`config.mk`:
```
export PLATFORM = sky130hd
export DESIGN_NAME = dma_dst_path
export DESIGN_NICKNAME = d
export VERILOG_FILES = /design/src/rtl/dstp_pkg.sv /design/src/rtl/dstp_step_dec.sv /design/src/rtl/dstp_addr_reg.sv /design/src/rtl/dstp_cnt_reg.sv /design/src/rtl/dstp_flags.sv /design/src/rtl/dma_dst_path.sv
export SDC_FILE = /design/constraint.sdc
export NUM_CORES = 1
export LEC_CHECK = 0
export ABC_AREA = 1
export BUFFER_PORTS_ARGS = -buffer_cell sky130_fd_sc_hd__buf_2
export CAP_MARGIN = 20
export CORE_UTILIZATION = 35
export DETAILED_ROUTE_END_ITERATION = 10
export PLACE_DENSITY = 0.68
export SLEW_MARGIN = 20
export SYNTH_ARGS = -nofsm -noshare
export SYNTH_HDL_FRONTEND = slang
export SYNTH_SLANG_ARGS = --single-unit
```
`constraint.sdc`:
```
create_clock -name clk -period 3.3 [get_ports clk]
set_input_delay 0.66 -clock clk [delete_from_list [all_inputs] [get_ports clk]]
set_output_delay 0.66 -clock clk [all_outputs]
set_load 0.05 [all_outputs]
```
`src/rtl/dstp_pkg.sv`:
```
package dstp_pkg;

   typedef enum logic [1:0] {
      SZ_BYTE  = 2'b00,
      SZ_WORD  = 2'b01,
      SZ_LONG  = 2'b10,
      SZ_LONG2 = 2'b11
   } opsz_e;

   localparam int STEP_W = 3;

   function automatic logic [STEP_W-1:0] size_step(input logic [1:0] sz);
      case (sz)
         SZ_BYTE: size_step = 3'd1;
         SZ_WORD: size_step = 3'd2;
         default: size_step = 3'd4;
      endcase
   endfunction

endpackage

```
`src/rtl/dstp_step_dec.sv`:
```
module dstp_step_dec
   import dstp_pkg::*;
(
   input  logic [1:0]        op_size,
   input  logic              addr_lsb,
   output logic [STEP_W-1:0] step,
   output logic              misaligned
);

   always_comb begin
      step       = size_step(op_size);
      misaligned = (op_size != SZ_BYTE) && addr_lsb;
   end

endmodule

```
`src/rtl/dstp_addr_reg.sv`:
```
module dstp_addr_reg
   import dstp_pkg::*;
#(
   parameter int W = 32
) (
   input  logic              clk,
   input  logic              ld,
   input  logic [W-1:0]      ld_val,
   input  logic              adv,
   input  logic [STEP_W-1:0] step,
   output logic [W-1:0]      q
);

   localparam int PAD = W - STEP_W;

   logic [W-1:0] step_ext;
   assign step_ext = {{PAD{1'b0}}, step};

   // No reset on purpose: contents survive a reset pulse.
   always_ff @(posedge clk) begin
      if (ld) begin
         q <= ld_val;
      end else if (adv) begin
         q <= q + step_ext;   // unsigned, wraps modulo 2**W
      end
   end

endmodule

```
`src/rtl/dstp_cnt_reg.sv`:
```
module dstp_cnt_reg
   import dstp_pkg::*;
#(
   parameter int W = 32
) (
   input  logic              clk,
   input  logic              ld,
   input  logic [W-1:0]      ld_val,
   input  logic              dec,
   input  logic [STEP_W-1:0] step,
   output logic [W-1:0]      q,
   output logic              is_zero,
   output logic              too_short
);

   localparam int PAD = W - STEP_W;

   logic [W-1:0] step_ext;
   assign step_ext = {{PAD{1'b0}}, step};

   always_ff @(posedge clk) begin
      if (ld) begin
         q <= ld_val;
      end else if (dec) begin
         q <= q - step_ext;
      end
   end

   always_comb begin
      is_zero   = (q == '0);
      too_short = (q < step_ext);
   end

endmodule

```
`src/rtl/dstp_flags.sv`:
```
module dstp_flags (
   input  logic clk,
   input  logic rst_n,
   input  logic clr,
   input  logic set_cfg,
   input  logic set_berr,
   output logic cfg_err,
   output logic berr_flag
);

   always_ff @(posedge clk or negedge rst_n) begin
      if (!rst_n) begin
         cfg_err   <= 1'b0;
         berr_flag <= 1'b0;
      end else if (clr) begin
         cfg_err   <= 1'b0;
         berr_flag <= 1'b0;
      end else begin
         if (set_cfg)  cfg_err   <= 1'b1;
         if (set_berr) berr_flag <= 1'b1;
      end
   end

endmodule

```
`src/rtl/dma_dst_path.sv`:
```
module dma_dst_path
   import dstp_pkg::*;
#(
   parameter int ADDR_W = 32,
   parameter int CNT_W  = 32
) (
   input  logic              clk,
   input  logic              rst_n,
   input  logic              wr_addr,
   input  logic              wr_count,
   input  logic [31:0]       wdata,
   input  logic              inc_en,
   input  logic [1:0]        op_size,
   input  logic              stop,
   input  logic              done,
   input  logic              bus_err,
   output logic [ADDR_W-1:0] dst_addr,
   output logic [CNT_W-1:0]  byte_cnt,
   output logic              cfg_err,
   output logic              xfer_ok,
   output logic              blk_done,
   output logic              berr_flag
);

   localparam int MIN_W = 8;

   generate
      if (ADDR_W < MIN_W || ADDR_W > 32) begin : g_bad_aw
         $error("dma_dst_path: ADDR_W must be within 8..32");
      end
      if (CNT_W < MIN_W || CNT_W > 32) begin : g_bad_cw
         $error("dma_dst_path: CNT_W must be within 8..32");
      end
   endgenerate

   logic [STEP_W-1:0] step;
   logic              misaligned;
   logic              ld_a, ld_c, any_wr;
   logic              accept, adv_a;
   logic              cnt_zero, cnt_short;

   // Register writes are accepted only while the module runs.
   assign ld_a   = wr_addr  && !stop;
   assign ld_c   = wr_count && !stop;
   assign any_wr = ld_a || ld_c;

   dstp_step_dec u_dec (
      .op_size    (op_size),
      .addr_lsb   (dst_addr[0]),
      .step       (step),
      .misaligned (misaligned)
   );

   // Permit: running, aligned, no pending error, enough bytes left.
   assign xfer_ok = !stop && !misaligned && !cfg_err && !berr_flag &&
                    !cnt_zero && !cnt_short;

   // A write in the same cycle wins over the hardware update.
   assign accept = rst_n && done && xfer_ok && !bus_err && !any_wr;
   assign adv_a  = accept && inc_en;

   dstp_addr_reg #(.W(ADDR_W)) u_areg (
      .clk    (clk),
      .ld     (ld_a),
      .ld_val (wdata[ADDR_W-1:0]),
      .adv    (adv_a),
      .step   (step),
      .q      (dst_addr)
   );

   dstp_cnt_reg #(.W(CNT_W)) u_creg (
      .clk       (clk),
      .ld        (ld_c),
      .ld_val    (wdata[CNT_W-1:0]),
      .dec       (accept),
      .step      (step),
      .q         (byte_cnt),
      .is_zero   (cnt_zero),
      .too_short (cnt_short)
   );

   dstp_flags u_flags (
      .clk       (clk),
      .rst_n     (rst_n),
      .clr       (any_wr),
      .set_cfg   (misaligned && !stop),
      .set_berr  (bus_err && !stop),
      .cfg_err   (cfg_err),
      .berr_flag (berr_flag)
   );

   assign blk_done = cnt_zero;

endmodule

```
Yosys cells after proc, flatten, opt, wreduce, memory -nomap -nowiden
Cells that the tools add are included.

Logic and storage cells: 48. Output and inout bits: 68. Input port bits: 42. Register bits after elaboration: 66.

Add/subtract/negate cells: 2. Mux-type cells: 9. Order comparisons: 1. Equality and inequality tests: 1. Reduce and logical (&&, ||, !) cells: 31.

Operator list (number): two-way mux 32 bit (4); adder 32 x 3 -> 32 bit (1); zero test 32 bit (1); < comparator 32 x 3 -> 1 bit (1); subtractor 32 x 3 -> 32 bit (1); logical AND 1 bit (15); nonzero test 2 bit (5); zero test 1 bit (8); one-hot mux 3 bit (2 select lines) (1); two-way mux 1 bit (4); == test 2 x 1 -> 1 bit (second input constant) (1); zero test 2 bit (1); logical OR 1 bit (1).

Logic depth before layout (Yosys ltp)
Gate-level depths: netlist of the first run.

Word-level depth: 14. Depth in mapped cells: 13.

By module
A second synthesis of the first run with hierarchy kept.

Cells, all modules: 736. Area, all modules: 5069.9 um^2.

Modules (own cells, without submodules): dstp_cnt_reg (cells each 366, area each 2534.9 um^2, times used 1); dstp_addr_reg (cells each 337, area each 2332.2 um^2, times used 1); dma_dst_path (cells each 21, area each 110.1 um^2, times used 1); dstp_flags (cells each 6, area each 65.1 um^2, times used 1); dstp_step_dec (cells each 6, area each 27.5 um^2, times used 1).

Worst setup path after synthesis of the first run
Ideal clock, no wire load.

Path type: register -> output. From: register u_creg.q[0]. To: output xfer_ok. Slack: -237 ps. Stages on the path, launching flop included: 9. Data arrival time: 2877 ps. Cells stage by stage: edfxtp_1 inv_1 ha_1 fa_1 inv_1 nand2_1 nand2_1 a21oi_1 a21boi_0.

Longest elaborated chain between the ends: 4.

Ends and longest elaborated chain: start: declaration (RTL line dstp_cnt_reg.sv:11) `output logic [W-1:0] q,`; start signal: assignment (RTL line dstp_cnt_reg.sv:23) `q <= ld_val;`; start signal: assignment (RTL line dstp_cnt_reg.sv:25) `q <= q - step_ext;`; branches (longest 3 deep; another with < comparator 32 x 3 -> 1 bit); logical AND 1 bit (*) (RTL line dma_dst_path.sv:56) `!cnt_zero && !cnt_short;`; end: declaration (RTL line dma_dst_path.sv:20) `output logic xfer_ok,`.

Every way passes the cells marked *.

Worst setup path after layout of the first run
From: input op_size[1]. To: output xfer_ok.

Longest elaborated chain between the ends: 8.

Ends and longest elaborated chain: start: declaration (RTL line dma_dst_path.sv:13) `input logic [1:0] op_size,`; branches (longest 7 deep; another with < comparator 32 x 3 -> 1 bit); logical AND 1 bit (*) (RTL line dma_dst_path.sv:56).

Marks and branches as above.

==> flow_summary.yaml, run 1 <==
outcome:
  outcome: "finished, final reports clean"
finish:
  antenna_cells: 0
  final_nets: 886
  final_cell_mix: "295 x nand2_1, 109 x buf_2, 108 x nor2_1, 78 x inv_1, 64 x edfxtp_1"
  synthToLayoutAreaGrowth_pct: 21.5
  mostFrequentLayoutCell: "nand2_1"
  drive_above_1_share_pct: 17.8
sta:
  layout_min_cycle_time_ns: 2.81
  final-hold-violation-count: 0
  period_share_pct: 85.1
  max_slew_margin_pct: 69.0
  drv_slew: 0
  skew_ns: 0.00863
  tightest_slew_ns: 0.464
  setup_violations: 0
  fmax_ghz: 0.356
  tns_ns: 0
  rsz0062_at_grt: "no"
  finalWorstSetupSlack_ns: 0.492
flow_run:
  cap_violations: 0
worst_setup_path:
  start_kind: "input port"
  cp_data_required_time_ns: 2.64
  worstPathMaxFanout: 5
  arrival_ns: 2.15
  crit_type: "input port to primary output"
  end_kind: "primary output"
logic_synthesis:
  yosys.area_share.simple_pct: 42.6
  synth_cell_types: 31
  yosysTopAreaCell: "edfxtp_1"
  synth-compound-area-share_pct: 4.91
  synthCells: 721
  synth_edf_count: 64
  synth_area_leaders: "edfxtp_1 39%, nand2_1 23%, nor2_1 8.3%"
  synth_fa_ha_area_share_pct: 2.35
  synth_top_family_by_area: "simple AND/OR/NAND/NOR gates"
  synthXorXnorAreaFrac_pct: 2.51
  syn-cell-area_um2: 4890
  synth_nets: 771
  synth.area.mux_share_pct: 0
  ys_seq_area_share_pct: 40.3
  yosys_warnings: 0
  synthArstFlopShare_pct: 3.03
  ys_ff_latch: 66
  ys.flop_type: "edfxtp_1"
  netlist.area_leader.share_pct: 39.3
  syn_avg_cell_area_um2: 6.78
clock_network:
  clkLatencyLatePin_ns: 0.35
  cts-root-buf: "clkbuf_16"
  cts_resized: 0
  hold_buffers: 0
  numCtsBuffers: 9
  cts_tree: "done"
  path_clk_slew_ns: 0.05
  clockBufferDepth: 2
  cts_setup_buffers: 0
  cts_sinks: 66
  h-tree-depth: 3
floorplan:
  start_util_pct: 36.4
  ioPinCount: 110
  fp-row-count: 42
  die_x_um: 120
  dieArea_um2: 14500
  core-area_um2: 13500
  die_h_um: 120
global_routing:
  grt_pass1_wl_mm: 23.7
  met3_usage_pct: 4.10
  grt_max_degree: 33
  grt_pass1_vias: 4683
  grtUsageTotal_pct: 21.8
  busiest_layer: "met2"
  grt_overflow: 0
  antenna_found_initial: 0
  met2_usage_pct: 34.4
  met1_usage_pct: 28.3
power_and_ir_drop:
  switching_power_uw: 811
  power_frac_comb_pct: 20.8
  seqPwrFrac_pct: 41.5
  clockPowerShare_pct: 37.7
  power_mw: 2.52
  ir_drop_v: 0.000234
  pwr_density_cell_nw_per_um2: 424
  swShare_pct: 32.2
  internal_power_mw: 1.71
  leakagePower_nw: 2.80
drt:
  drc_errors: 0
  finalWirelength_mm: 14.9
  antenna_violating_nets_post_route: 0
  vias: 4937
  drt-initial-drc-count: 376
  drt_pre_antenna_iters: 5
  wl_per_cell_um: 14.7
  viasPerCell: 4.85
place:
  dp_hpwl_mm: 11.8
  post-place-ws_ns: 0.488
  gp_congestion: 0.924
  portBuffers: 109
min_path:
  hp-class: "input port to asynchronous set/reset pin"
## worst paths after layout
path | to | cells after the start | startpoint | slack, ns
worst max-delay path | xfer_ok | 10 | op_size[1] | 0.49
worst min-delay path | u_flags.cfg_err | 1 | rst_n | 0.1
worst max register to register | u_areg.q[23] | 11 | u_creg.q[0] | 0.98
worst min register to register | u_flags.berr_flag | 2 | u_flags.berr_flag | 0.54
max in group asynchronous | u_flags.berr_flag | 1 | rst_n | 3.10
min in group clk | u_flags.berr_flag | 2 | u_flags.berr_flag | 0.54
## power groups by stage
stage / Clock [mW] / Sequential, mW / Combinational (mW)
5_1_grt: 1.01 / 1.05 / 0.576
4_1_cts: 0.968 / 1.04 / 0.526
2_1_floorplan: 0 / 1.20 / 0.223
3_5_place_dp: 0 / 1.06 / 0.524
6_report: 0.951 / 1.05 / 0.524
3_3_place_gp: 0 / 1.06 / 0.521
## cells in the mapped netlist, types with 5 or more instances
cell	instances
nor2_1	108
nand2_1	295
o21ai_0	28
xor2_1	13
edfxtp_1	64
nor2_2	5
clkbuf_1	6
inv_1	78
nand3_1	54
nand4_1	6
buf_2	6
a31oi_1	7
ha_1	6
nand3b_1	12
## worst max-delay path: stages
cell	delay, ns
buf_2	0.13
nor2_1	0.07
ha_1	0.20
fa_1	0.38
inv_1	0.06
nand2_1	0.06
nand2_1	0.07
a21oi_1	0.08
a21boi_1	0.15
buf_2	0.28
## metal layers
metal | vias up | wire [um] | part of all wire, %
li1 | 2529 | - | -
met1 | 2201 | 6790 | 46
met2 | 169 | 6700 | 45
met3 | 38 | 857 | 5.7
met4 | 0 | 571 | 3.8
met5 | - | 0 | 0
## state kept, by name, summed over array words and instances (netlist names)
name               flops
u_flags.berr_flag      1
u_flags.cfg_err        1
u_creg.q              32
u_areg.q              32
## stage by stage
stage	cell area [um2]	hold WS (ns)	util, %	instances
after CTS	5940	0.0878	44.2	1017
after floorplan	4890	0.364	-	721
after global placement	5660	0.452	42.0	1001
after detailed placement	5660	0.454	42.0	1001
final	5940	0.0988	44.2	1017
after global routing	5940	0.0926	44.2	1017
## area by class of cell
class                           count  area [um2]
Fill cell                        1435        7510
Inverter                           79         297
Tap cell                          176         220
Clock inverter                      5        55.1
Sequential cell                    66        1970
Multi-Input combinational cell    563        2560
Timing Repair Buffer              117         606
Clock buffer                       11         233
## cell families after synthesis
group                    Yosys count
AO/OA/AOI/OAI                     43
XOR/XNOR                          14
adder cells (fa/ha/maj)            8
buffers and inverters             92
flip-flops                        66
AND/OR/NAND/NOR                  498
Power figures use the tool's default switching activity.
==> run 2, diff against run 1 <==
--- a/config.mk
+++ b/config.mk
@@ -9,8 +9,10 @@
 export BUFFER_PORTS_ARGS = -buffer_cell sky130_fd_sc_hd__buf_2
 export CAP_MARGIN = 20
 export CORE_UTILIZATION = 35
+export CTS_BUF_LIST = sky130_fd_sc_hd__clkbuf_16
 export DETAILED_ROUTE_END_ITERATION = 10
 export PLACE_DENSITY = 0.68
+export RECOVER_POWER = 100
 export SLEW_MARGIN = 20
 export SYNTH_ARGS = -nofsm -noshare
 export SYNTH_HDL_FRONTEND = slang
==> flow_summary.yaml, run 2 (synthesized netlist as in run 1, its figures left out) <==
outcome:
  outcome: "finished, final reports clean"
drt:
  finalWirelength_mm: 14.9
  wl_per_cell_um: 14.7
  drt-initial-drc-count: 358
  viasPerCell: 4.88
  drt_pre_antenna_iters: 7
  vias: 4964
  drc_errors: 0
  antenna_violating_nets_post_route: 0
finish:
  final_cells: 1017
  synthToLayoutAreaGrowth_pct: 18.6
  drive_above_1_share_pct: 8.32
  utilization_pct: 43.1
  largest_registers: "u_areg.q: 32 flops, u_creg.q: 32 flops"
  antenna_cells: 0
  final_cell_mix: "296 x nand2_1, 111 x nor2_1, 80 x inv_1, 74 x clkbuf_1, 64 x edfxtp_1"
  mostFrequentLayoutCell: "nand2_1"
  final_nets: 886
clock_network:
  cts_sinks: 66
  cts_setup_buffers: 0
  cts-root-buf: "clkbuf_16"
  hold_buffers: 0
  clockBufferDepth: 2
  h-tree-depth: 3
  path_clk_slew_ns: 0.05
  clkLatencyLatePin_ns: 0.35
  cts_resized: 0
  cts_tree: "done"
  numCtsBuffers: 9
place:
  gp_congestion: 0.924
  portBuffers: 109
  place_inst: 1001
  dp_hpwl_mm: 11.8
worst_setup_path:
  arrival_ns: 2.23
  start_kind: "flop"
  crit_path_max_incr_delay_ns: 0.50
  crit_type: "flop to primary output"
  crit_top_cell: "nand2_1"
  crit_chain: "nor2_1 -> nand2_1 -> nor2_1 -> nand2_1 -> inv_1 -> nand2_1 -> nor3_1 -> clkbuf_1"
  cp_data_required_time_ns: 2.64
  crit_family: "simple AND/OR/NAND/NOR gates"
  crit_buf_inv: 2
  worstPathMaxFanout: 5
  slowest_stage: "clkbuf_1"
  end_kind: "primary output"
sta:
  tightest_slew_ns: 1.05
  layout_min_cycle_time_ns: 2.89
  tns_ns: 0
  whs_ns: 0.103
  fmax_ghz: 0.346
  rsz0062_at_grt: "no"
  period_share_pct: 87.7
  setup_violations: 0
  drv_slew: 0
  skew_ns: 0.00903
  final-hold-violation-count: 0
  max_slew_margin_pct: 30.2
floorplan:
  core-area_um2: 13500
  ioPinCount: 110
  fp-row-count: 42
  dieArea_um2: 14500
  start_util_pct: 36.4
  die_x_um: 120
  die_h_um: 120
global_routing:
  grt_max_degree: 33
  grt_pass1_vias: 4683
  antenna_found_initial: 0
  grt_pass1_wl_mm: 23.7
  grtUsageTotal_pct: 21.8
  grt_overflow: 0
power_and_ir_drop:
  pwr_density_cell_nw_per_um2: 431
  ir_drop_v: 0.000235
  power_mw: 2.50
  leakagePower_nw: 2.58
min_path:
  hp-class: "input port to asynchronous set/reset pin"
flow_run:
  cap_violations: 0
==> run 2: cell count changes in the layout (fill, tap and decap cells not counted), sizes merged <==
cell / previous run / this run
buf: 117 / 41
clkbuf: 11 / 85
inv: 78 / 80
==> run 2: worst paths after layout <==
path                       slack (ns)               from  depth (start not counted)                end
max in group asynchronous        3.06              rst_n                          1  u_flags.berr_flag
min in group clk                 0.54  u_flags.berr_flag                          2  u_flags.berr_flag
max                              0.41       u_creg.q[22]                          8           blk_done
max reg2reg                      0.68        u_creg.q[0]                         11       u_areg.q[23]
min reg2reg                      0.54  u_flags.berr_flag                          2  u_flags.berr_flag
min                              0.10              rst_n                          1    u_flags.cfg_err
==> run 2: area by class of cell <==
type / instances / area, um2
fillers: 1493 / 7650
well taps: 176 / 220
inverters: 79 / 297
repair buffers: 117 / 498
clock inverters: 7 / 62.6
clock buffers: 9 / 225
flip-flops and latches: 66 / 1970
multi-input cells: 563 / 2530
==> run 2: layer usage <==
layer,up-vias,global-route usage (%),wire length [um]
li1,2531,-,-
met1,2233,28.3,6910
met2,160,34.4,6690
met3,40,4.10,743
met4,0,11.3,591
met5,-,0,0
==> run 2: through the flow <==
| stage | setup slack (ns) | area (um2) |
|---|---|---|
| after detailed placement | 0.488 | 5660 |
| after floorplan | 0.132 | 4890 |
| after CTS | 0.494 | 5940 |
| after global placement | 0.507 | 5660 |
| after global routing | 0.204 | 5800 |
| final | 0.406 | 5800 |
==> run 2: where the power goes <==
| part | switching, mW | internal, mW |
|---|---|---|
| clock network | 0.372 | 0.576 |
| registers | 0.0571 | 0.990 |
| logic | 0.384 | 0.121 |
| total | 0.813 | 1.69 |
==> run 3, diff against run 2 <==
--- a/config.mk
+++ b/config.mk
@@ -8,6 +8,7 @@
 export ABC_AREA = 1
 export BUFFER_PORTS_ARGS = -buffer_cell sky130_fd_sc_hd__buf_2
 export CAP_MARGIN = 20
+export CORE_MARGIN = 1.5
 export CORE_UTILIZATION = 35
 export CTS_BUF_LIST = sky130_fd_sc_hd__clkbuf_16
 export DETAILED_ROUTE_END_ITERATION = 10
==> flow_summary.yaml, run 3 (synthesized netlist as in run 1, its figures left out) <==
clock_network:
  hold_buffers: 0
  cts_setup_buffers: 0
  h-tree-depth: 3
  clockBufferDepth: 2
  cts_tree: "done"
  cts_resized: 0
  numCtsBuffers: 9
  cts_sinks: 66
  path_clk_slew_ns: 0.06
  cts-root-buf: "clkbuf_16"
  clkLatencyLatePin_ns: 0.34
drt:
  drt-initial-drc-count: 441
  wl_per_cell_um: 15.0
  finalWirelength_mm: 15.3
  antenna_violating_nets_post_route: 0
  drt_pre_antenna_iters: 5
  viasPerCell: 4.96
  vias: 5060
  drc_errors: 0
place:
  portBuffers: 109
  gp_congestion: 0.935
  dp_hpwl_mm: 11.9
  post-place-ws_ns: 0.443
global_routing:
  grtUsageTotal_pct: 21.9
  grt_pass1_vias: 4815
  grt_overflow: 0
  grt_pass1_wl_mm: 24.4
  grt_max_degree: 33
  antenna_found_initial: 1
finish:
  final_nets: 885
  mostFrequentLayoutCell: "nand2_1"
  synthToLayoutAreaGrowth_pct: 19.4
  largest_registers: "u_areg.q: 32 flops, u_creg.q: 32 flops"
  final_cell_mix: "298 x nand2_1, 113 x nor2_1, 78 x inv_1, 71 x clkbuf_1, 64 x edfxtp_1"
  num-fill-cells: 1497
  drive_above_1_share_pct: 8.33
  utilization_pct: 42.4
floorplan:
  fp-row-count: 43
  dieArea_um2: 14700
  core-area_um2: 13800
  die_h_um: 121
  start_util_pct: 35.5
  die_x_um: 121
  ioPinCount: 110
worst_setup_path:
  worstPathMaxFanout: 5
  crit_top_cell: "nand2_1"
  crit_chain: "clkbuf_1 -> nor2_1 -> ha_1 -> fa_1 -> inv_1 -> nand2_1 -> nand2_1 -> a21oi_1 -> a21boi_1 -> clkbuf_2"
  cp_data_required_time_ns: 2.64
  arrival_ns: 2.29
  cp-startpoint: "op_size[1]"
  end_kind: "primary output"
  slowest_stage: "fa_1"
  start_kind: "input port"
  reg2reg_slack_ns: 0.61
  reg2reg_from: "u_creg.q[0]"
  crit_type: "input port to primary output"
  rr_worst_depth: 11
  crit_path_max_incr_delay_ns: 0.39
power_and_ir_drop:
  internal_power_mw: 1.84
  ir_drop_v: 0.000230
  seqPwrFrac_pct: 39.5
  pwr_density_cell_nw_per_um2: 455
  switching_power_uw: 813
  leakagePower_nw: 2.58
  swShare_pct: 30.6
  power_frac_comb_pct: 19.0
  clockPowerShare_pct: 41.5
  power_mw: 2.65
sta:
  fmax_ghz: 0.339
  tns_ns: 0
  setup_violations: 0
  skew_ns: 0.00603
  tightest_slew_ns: 0.870
  max_slew_margin_pct: 42.0
  drv_slew: 0
  period_share_pct: 89.4
  final-hold-violation-count: 0
  rsz0062_at_grt: "no"
  finalWorstSetupSlack_ns: 0.350
  whs_ns: 0.105
  layout_min_cycle_time_ns: 2.95
outcome:
  outcome: "finished, final reports clean"
min_path:
  hp-class: "input port to asynchronous set/reset pin"
flow_run:
  cap_violations: 0
## run 3: power groups by stage
stage	registers [mW]	logic [mW]	clock network, mW
CTS	1.04	0.528	1.11
floorplan	1.20	0.223	0
global placement	1.06	0.521	0
global route	1.06	0.556	1.15
finish	1.05	0.505	1.10
detailed placement	1.06	0.525	0
## run 3: per-stage QoR
stage	cell area, um2	instances
floorplan	4890	721
global placement	5670	1004
detailed placement	5670	1004
CTS	6000	1020
global route	5840	1021
finish	5840	1021
## run 3: final timing paths
kind | endpoint
worst max-delay path | xfer_ok
worst min-delay path | u_flags.cfg_err
worst max register to register | u_areg.q[17]
worst min register to register | u_flags.berr_flag
max in group asynchronous | u_flags.berr_flag
min in group clk | u_flags.berr_flag
## run 3: worst max-delay path: cells and delay by family
kind	cells	cell delay [ns]
compound gates	2	0.24
fa+ha+maj	2	0.61
buf+inv	3	0.54
simple gates	3	0.24
## run 3: area by class of cell
type | instances | area [um2] | share of cell area [%]
diodes | 1 | 2.50 | 0.0428
flip-flops and latches | 66 | 1970 | 33.8
repair buffers | 116 | 499 | 8.55
inverters | 79 | 297 | 5.08
clock buffers | 9 | 225 | 3.86
clock inverters | 7 | 108 | 1.84
multi-input cells | 563 | 2510 | 43.0
well taps | 180 | 225 | 3.86
## run 3: metal layers
metal  track usage (%)  vias to the layer above  share of wire [%]
li1                  -                     2530                  -
met1              28.9                     2332                 45
met2              34.9                      166                 46
met3              3.67                       32                5.4
met4              10.1                        0                2.9
met5                 0                        -                  0
